===== config.mk =====
export PLATFORM = sky130hd
export DESIGN_NAME = exc_dispatch
export DESIGN_NICKNAME = d
export VERILOG_FILES = /design/src/rtl/exc_pkg.sv /design/src/rtl/exc_vec_sel.sv /design/src/rtl/exc_ctrl_fsm.sv /design/src/rtl/exc_dispatch.sv
export SDC_FILE = /design/constraint.sdc
export NUM_CORES = 1
export LEC_CHECK = 0
export BUFFER_PORTS_ARGS = -buffer_cell sky130_fd_sc_hd__buf_2
export CAP_MARGIN = 10
export CORE_MARGIN = 2
export CORE_UTILIZATION = 40
export DETAILED_ROUTE_END_ITERATION = 16
export PLACE_DENSITY_LB_ADDON = 0.3
export SLEW_MARGIN = 40
export SYNTH_ARGS = -nofsm -noshare
export SYNTH_HDL_FRONTEND = slang
export SYNTH_SLANG_ARGS = --single-unit

===== constraint.sdc =====
create_clock -name clk -period 2.6 [get_ports clk]
set_clock_uncertainty 0.15 [all_clocks]
set_input_delay 0.52 -clock clk [delete_from_list [all_inputs] [get_ports clk]]
set_output_delay 0.52 -clock clk [all_outputs]
set_load 0.03 [all_outputs]

===== src/rtl/exc_pkg.sv =====
package exc_pkg;
    localparam int STS_EXCM_BIT = 4;
    localparam int STS_UM_BIT   = 5;
    localparam logic [31:0] STS_RESET_VAL = 32'h0000_001f;
    localparam int PRIV_CAUSE_CODE = 8;

    typedef enum logic [1:0] {
        S_BOOT  = 2'd0,
        S_RUN   = 2'd1,
        S_FLUSH = 2'd2
    } ctl_state_e;

    typedef enum logic [2:0] {
        ACT_NONE = 3'd0,
        ACT_BOOT = 3'd1,
        ACT_TRAP = 3'd2,
        ACT_RFE  = 3'd3,
        ACT_RFDE = 3'd4,
        ACT_WSTS = 3'd5
    } act_e;
endpackage


===== src/rtl/exc_vec_sel.sv =====
module exc_vec_sel #(
    parameter int          XLEN       = 32,
    parameter bit          HAS_DBL_PC = 1'b1,
    parameter logic [31:0] KERNEL_VEC = 32'h5fff_861c,
    parameter logic [31:0] USER_VEC   = 32'h5fff_863c,
    parameter logic [31:0] DOUBLE_VEC = 32'h5fff_865c
) (
    input  logic            excm,
    input  logic            user_mode,
    output logic            to_dbl_reg,
    output logic [XLEN-1:0] vector
);
    always_comb begin
        to_dbl_reg = excm && HAS_DBL_PC;
        if (excm)
            vector = DOUBLE_VEC[XLEN-1:0];
        else if (user_mode)
            vector = USER_VEC[XLEN-1:0];
        else
            vector = KERNEL_VEC[XLEN-1:0];
    end
endmodule


===== src/rtl/exc_ctrl_fsm.sv =====
module exc_ctrl_fsm
    import exc_pkg::*;
#(
    parameter int CAUSE_W = 6,
    parameter int RING_W  = 2
) (
    input  logic               clk,
    input  logic               rst_n,
    input  logic               exc_req,
    input  logic [CAUSE_W-1:0] exc_cause,
    input  logic               rfe_req,
    input  logic               rfde_req,
    input  logic [RING_W-1:0]  ring,
    input  logic               sts_we,
    output act_e               act,
    output logic [CAUSE_W-1:0] trap_cause,
    output logic               in_run
);
    localparam logic [CAUSE_W-1:0] PRIV_CAUSE = CAUSE_W'(PRIV_CAUSE_CODE);

    ctl_state_e state_q, state_d;
    logic       ret_any, priv_fault;

    assign ret_any    = rfe_req || rfde_req;
    assign priv_fault = ret_any && (ring != '0);

    always_ff @(posedge clk) begin
        if (!rst_n) state_q <= S_BOOT;
        else        state_q <= state_d;
    end

    always_comb begin
        state_d    = state_q;
        act        = ACT_NONE;
        trap_cause = exc_cause;
        in_run     = 1'b0;
        unique case (state_q)
            S_BOOT: begin
                act     = ACT_BOOT;
                state_d = S_FLUSH;
            end
            S_RUN: begin
                in_run = 1'b1;
                if (exc_req) begin
                    act     = ACT_TRAP;
                    state_d = S_FLUSH;
                end else if (priv_fault) begin
                    act        = ACT_TRAP;
                    trap_cause = PRIV_CAUSE;
                    state_d    = S_FLUSH;
                end else if (rfe_req) begin
                    act     = ACT_RFE;
                    state_d = S_FLUSH;
                end else if (rfde_req) begin
                    act     = ACT_RFDE;
                    state_d = S_FLUSH;
                end else if (sts_we) begin
                    act = ACT_WSTS;
                end
            end
            S_FLUSH: begin
                state_d = S_RUN;
            end
            default: begin
                state_d = S_BOOT;
            end
        endcase
    end
endmodule


===== src/rtl/exc_dispatch.sv =====
module exc_dispatch
    import exc_pkg::*;
#(
    parameter int          XLEN       = 32,
    parameter int          CAUSE_W    = 6,
    parameter int          RING_W     = 2,
    parameter bit          HAS_DBL_PC = 1'b1,
    parameter logic [31:0] RESET_VEC  = 32'h5fff_8000,
    parameter logic [31:0] KERNEL_VEC = 32'h5fff_861c,
    parameter logic [31:0] USER_VEC   = 32'h5fff_863c,
    parameter logic [31:0] DOUBLE_VEC = 32'h5fff_865c
) (
    input  logic               clk,
    input  logic               rst_n,
    input  logic [XLEN-1:0]    instr_pc,
    input  logic               exc_req,
    input  logic [CAUSE_W-1:0] exc_cause,
    input  logic               exc_addr_valid,
    input  logic [XLEN-1:0]    exc_addr,
    input  logic               rfe_req,
    input  logic               rfde_req,
    input  logic [RING_W-1:0]  ring,
    input  logic               sts_we,
    input  logic [XLEN-1:0]    sts_wdata,
    output logic               redirect_valid,
    output logic [XLEN-1:0]    redirect_pc,
    output logic [XLEN-1:0]    status_q,
    output logic [XLEN-1:0]    ret_pc_q,
    output logic [XLEN-1:0]    dbl_pc_q,
    output logic [CAUSE_W-1:0] cause_q,
    output logic [XLEN-1:0]    bad_addr_q
);
    act_e               act;
    logic [CAUSE_W-1:0] trap_cause;
    logic               in_run;
    logic               to_dbl_reg;
    logic [XLEN-1:0]    trap_vec;
    logic [XLEN-1:0]    rfde_target;

    exc_ctrl_fsm #(.CAUSE_W(CAUSE_W), .RING_W(RING_W)) u_fsm (
        .clk        (clk),
        .rst_n      (rst_n),
        .exc_req    (exc_req),
        .exc_cause  (exc_cause),
        .rfe_req    (rfe_req),
        .rfde_req   (rfde_req),
        .ring       (ring),
        .sts_we     (sts_we),
        .act        (act),
        .trap_cause (trap_cause),
        .in_run     (in_run)
    );

    exc_vec_sel #(
        .XLEN(XLEN), .HAS_DBL_PC(HAS_DBL_PC),
        .KERNEL_VEC(KERNEL_VEC), .USER_VEC(USER_VEC), .DOUBLE_VEC(DOUBLE_VEC)
    ) u_vec (
        .excm       (status_q[STS_EXCM_BIT]),
        .user_mode  (status_q[STS_UM_BIT]),
        .to_dbl_reg (to_dbl_reg),
        .vector     (trap_vec)
    );

    generate
        if (HAS_DBL_PC) begin : g_dbl
            always_ff @(posedge clk) begin
                if (!rst_n)
                    dbl_pc_q <= '0;
                else if (act == ACT_TRAP && to_dbl_reg)
                    dbl_pc_q <= instr_pc;
            end
            assign rfde_target = dbl_pc_q;
        end else begin : g_no_dbl
            assign dbl_pc_q    = '0;
            assign rfde_target = ret_pc_q;
        end
    endgenerate

    always_ff @(posedge clk) begin
        if (!rst_n) begin
            status_q       <= STS_RESET_VAL[XLEN-1:0];
            ret_pc_q       <= '0;
            cause_q        <= '0;
            bad_addr_q     <= '0;
            redirect_valid <= 1'b0;
            redirect_pc    <= '0;
        end else begin
            redirect_valid <= 1'b0;
            unique case (act)
                ACT_BOOT: begin
                    redirect_valid <= 1'b1;
                    redirect_pc    <= RESET_VEC[XLEN-1:0];
                end
                ACT_TRAP: begin
                    redirect_valid <= 1'b1;
                    redirect_pc    <= trap_vec;
                    if (!to_dbl_reg)
                        ret_pc_q <= instr_pc;
                    cause_q <= trap_cause;
                    status_q[STS_EXCM_BIT] <= 1'b1;
                    if (exc_req && exc_addr_valid)
                        bad_addr_q <= exc_addr;
                end
                ACT_RFE: begin
                    redirect_valid <= 1'b1;
                    redirect_pc    <= ret_pc_q;
                    status_q[STS_EXCM_BIT] <= 1'b0;
                end
                ACT_RFDE: begin
                    redirect_valid <= 1'b1;
                    redirect_pc    <= rfde_target;
                end
                ACT_WSTS: begin
                    status_q <= sts_wdata;
                end
                default: begin
                end
            endcase
        end
    end
endmodule


Word-level counts from Yosys, hierarchy flattened

Cells that the tools add are included.

Add/sub/neg operators: 0
Multipliers: 0
Divide/modulo/power cells: 0
Magnitude comparators: 0
Equality and inequality tests: 8
Shifts and indexed selects: 0
Mux-type cells: 19
Bitwise gates (word level): 1
Reductions and logical operators: 11

Operators with widths:

| cell                                                             | count |
|---|---|
| 32-bit one-hot mux with 4 select lines                           | 1 |
| 6-bit 2-to-1 mux                                                 | 4 |
| 3-bit 2-to-1 mux                                                 | 5 |
| 2-bit 2-to-1 mux                                                 | 4 |
| 7-bit 2-to-1 mux                                                 | 1 |
| 3-bit by 2-bit == test with 1-bit output (second input constant) | 2 |
| 3-bit == test (second input constant)                            | 2 |
| 2-bit one-hot mux with 3 select lines                            | 1 |
| 3-bit one-hot mux with 2 select lines                            | 1 |
| 5-bit by 4-bit != test with 1-bit output (second input constant) | 1 |
| 2-bit AND reduction                                              | 2 |
| 4-bit nonzero test                                               | 1 |
| 4-bit OR reduction                                               | 1 |
| 3-bit by 1-bit == test with 1-bit output (second input constant) | 1 |
| 1-bit logical AND                                                | 3 |
| 1-bit one-hot mux with 3 select lines                            | 1 |
| 3-bit nonzero test                                               | 1 |
| 2-bit by 1-bit == test with 1-bit output (second input constant) | 1 |
| 2-bit == test (second input constant)                            | 1 |
| 2-bit logical NOT                                                | 1 |
| 2-bit nonzero test                                               | 1 |
| 1-bit logical OR                                                 | 1 |
| 1-bit 2-to-1 mux                                                 | 1 |
| 1-bit NOT                                                        | 1 |

Register bits: 169
Latch bits: 0
RAM bits: 0
Memory bits (read-only): 0
Output and inout port bits: 167
Word-level logic and storage cells: 48
Memories: 0

Longest topological paths before layout

Depth in word-level cells: 9
Mapped depth: 8

Hierarchy

Synthesis repeated with hierarchy kept, for this count alone.

Cells, all modules: 803
Area total of the unflattened synthesis: 7001.7 um2

By module, submodules not included:

| module       | times used | cells each | area each (um2) | seq. area each (um2) |
|---|---|---|---|---|
| exc_dispatch | 1          | 743        | 6542.5          | 3343.2 |
| exc_vec_sel  | 1          | 35         | 261.5           | 0.0 |
| exc_ctrl_fsm | 1          | 25         | 197.7           | 40.0 |

Worst setup path after synthesis

Ideal clock, no wire load.

Path kind: input to register
From: in exc_req
To: reg redirect_pc[22]
Library setup time: 122 ps
Arrival time: 1674 ps
Path slack: 654 ps
Stages: 5
Buffers on the path: 2
Path through: buf_2 or4b_4 a21oi_4 buf_4 a21oi_1

Cells in the longest elaborated chain, start to end: 4
Elaborated cells between the ends (all ways): 8

Ends and longest elaborated chain:

| element                                                                      | line                | RTL |
|---|---|---|
| from (decl)                                                                  | exc_dispatch.sv:16  | `input logic exc_req,` |
| 3-bit 2-to-1 mux *                                                           | exc_ctrl_fsm.sv:44  | `if (exc_req) begin` |
| 3-bit one-hot mux with 2 select lines *                                      | exc_ctrl_fsm.sv:37  | `unique case (state_q)` |
| 3-bit == test, or another cell as far along                                  | exc_dispatch.sv:89  | `unique case (act)` |
| 32-bit one-hot mux with 4 select lines or 4-bit nonzero test (tied branches) | --                  |  |
| to (signal assigned)                                                         | exc_dispatch.sv:92  | `redirect_pc <= RESET_VEC[XLEN-1:0];` |
| to (signal assigned)                                                         | exc_dispatch.sv:96  | `redirect_pc <= trap_vec;` |
| to (signal assigned)                                                         | exc_dispatch.sv:106 | `redirect_pc <= ret_pc_q;` |
| to (decl)                                                                    | exc_dispatch.sv:26  | `output logic [XLEN-1:0] redirect_pc,` |

Every way passes the cells marked *; elsewhere a longest branch is shown, timed or not.
A chain may end at the register's enable or synchronous reset.

Worst setup path in the final report

From: reg u_fsm.state_q[0]
To: reg ret_pc_q[1]

Cells in the longest elaborated chain, start to end: 4
Elaborated cells between the ends (all ways): 5

Ends and longest elaborated chain:

| element                                                                       | line               | RTL |
|---|---|---|
| from (decl)                                                                   | exc_ctrl_fsm.sv:21 | `ctl_state_e state_q, state_d;` |
| from (signal assigned)                                                        | exc_ctrl_fsm.sv:29 | `else state_q <= state_d;` |
| 2-bit by 1-bit == test with 1-bit output or 2-bit logical NOT (tied branches) | exc_ctrl_fsm.sv:37 |  |
| 3-bit one-hot mux with 2 select lines *                                       | exc_ctrl_fsm.sv:37 |  |
| 3-bit by 2-bit == test with 1-bit output *                                    | exc_dispatch.sv:89 |  |
| 2-bit AND reduction (no source line) *                                        | --                 |  |
| to (signal assigned)                                                          | exc_dispatch.sv:98 | `ret_pc_q <= instr_pc;` |
| to (decl)                                                                     | exc_dispatch.sv:28 | `output logic [XLEN-1:0] ret_pc_q,` |

Marked as above.

==> reports/metrics.cfg <==
[sta]
tightest_slew_ps=618
fmax_mhz=515
finalSetupViolCount=0
fin_crit_sh=0.747
hold_viol=0
relSlewSlack=0.588
report.final.slew_viol_count=0
fin_tns_setup_ps=0
grt_setup_unrepaired=no
fin_crit_ps=1940

[global_route]
grt.overflow.total=0
grt_pass1_wl_um=27400
grt_use_total=0.208
antenna_found_initial=3
grt_max_degree=97
grt_pass1_vias=5172

[layout]
drive_gt1_frac=0.339
nets=1119
ff_latch_area_um2=3380
utilization=0.542
final.fill_count=1556
multi_input_area_um2=2610
syn_to_final_growth_pct=33.9

[synth]
avgSynthCellArea_um2=8.38
synth.distinct_cells=41
syn_area_um2=6340
async_flop_share=0
synth_edf_count=0
synth_nets=867
synth-seq-cells=169
postSynthCellCount=756
yosysSeqAreaShare=0.534
yosys_warnings=0
synth_ff_type=dfxtp_1

[routing]
routed_wl_um=18500
vias_per_cell=4.94
final_antenna_net_count=0
vias=6118
drt-wirelength-per-cell_um=15.0
first_pass_iters=5
drc=0
drt_iter0_markers=336

[job]
cap_viol_max_count=0

[critical_path]
startpoint_type=flop
crit_arrival_ps=2130
cp.buffers_inverters=1
r2r_slack_ps=660
end_kind=flop
critPathKind=flop to flop
path_delay_family=simple AND/OR/NAND/NOR gates
slowest_stage=dfxtp_1
worstPathCellList=nand2b_1, nor4_4, buf_4, nand2_1, a21oi_1
required_ps=2790
cp_slowest_stage_delay_ps=410
cp_max_fo=25

[clock_tree]
cts_resized=0
clock_latency_ps=420
cts_root_buffer=clkbuf_16
cts_buffer_depth=2
cts_hold_buf=0
numCtsBuffers=17
cts.sinks=169
path_clk_slew_ps=60
htree_levels=4
cts_setup_buffers=0
tritoncts=yes

[die]
design.die.area_um2=16900
boundaryPins=278
floorplan.initialDensity=0.405
num_rows=46
core_um2=15700
fp.dieW_um=130
dieHeight_um=130

[placed_design]
gp_congestion=0.824
dp_hpwl_um=12500
io_buffers=277

[pwr]
p_per_area_nw_per_um2=678
power_uw=5750
irDropWorstVdd_v=0.000466
p_leak_uw=0.00371

[outcome]
status=complete, no violations

[hold_path]
hold_class=primary input to flop

cell families after synthesis:
family          count (synthesis)  share of synthesized area
flops                         169                      0.534
mux                             6                    0.00968
compound gates                223                      0.205
simple gates                  287                      0.197
buf+inv                        71                     0.0543
worst min-delay path, cell delays in order:
cell,delay [ps]
buf_2,70
mux2i_1,50
nand2_1,60
worst paths after layout:
| path | start | end | depth (start not counted) |
|---|---|---|---|
| max reg2reg | u_fsm.state_q[0] | ret_pc_q[1] | 5 |
| min | sts_wdata[2] | status_q[2] | 3 |
| max | u_fsm.state_q[0] | ret_pc_q[1] | 5 |
| min reg2reg | bad_addr_q[22] | bad_addr_q[22] | 2 |
routing by layer:
| metal | up-vias | wire (um) | track usage |
|---|---|---|---|
| met5 | - | 11 | 0 |
| met4 | 2 | 337 | 0.0664 |
| met3 | 26 | 1410 | 0.0652 |
| met2 | 217 | 8820 | 0.331 |
| met1 | 2788 | 7950 | 0.272 |
| li1 | 3085 | - | - |
per-stage QoR:
stage	setup slack, ps	area (um^2)	hold WS, ps	std cells
after floorplan	654	6340	313	756
after CTS	630	8480	140	1237
after global routing	428	8480	151	1238
after global placement	426	7870	289	1205
final	657	8490	155	1239
after detailed placement	395	7870	293	1205
cell usage after synthesis, drive strengths merged, types with 5 or more instances:
| cell | number | area, um^2 |
|---|---|---|
| nand2 | 216 | 811 |
| dfxtp | 169 | 3380 |
| a21oi | 115 | 621 |
| o21ai | 57 | 285 |
| nand3 | 42 | 210 |
| a22oi | 36 | 270 |
| clkbuf | 33 | 124 |
| buf | 29 | 186 |
| nor2 | 11 | 57.6 |
| inv | 9 | 33.8 |
| a21o | 7 | 52.6 |
| mux2i | 5 | 50.1 |
power by group:
part	internal [uW]	switching, uW
sequential	2640	32.1
combinational	161	308
clock	1550	1060
area by class of cell:
type | count | share of cell area
Multi-Input combinational cell | 516 | 0.307
Clock buffer | 19 | 0.0522
Timing Repair Buffer | 295 | 0.185
Sequential cell | 169 | 0.399
Inverter | 9 | 0.00413
Antenna cell | 2 | 0.000590
Tap cell | 216 | 0.0318
Clock inverter | 13 | 0.0201
cell usage in the layout (no fill, tap or decap), drive strengths merged, types with 4 or more instances in the layout:
master / count
a22oi: 36
buf: 295
o21ai: 57
clkinvlp: 5
inv: 10
nand3: 42
clkbuf: 19
a21o: 7
mux2i: 5
nor2: 11
dfxtp: 169
clkinv: 4
a21oi: 115
nand2: 216
flip-flops by register name (all words and copies together), names as in the netlist:
register	flops
u_fsm.state_q	2
redirect_pc	32
ret_pc_q	32
cause_q	6
status_q	32
redirect_valid	1
bad_addr_q	32
dbl_pc_q	32
Power figures use the tool's default switching activity.
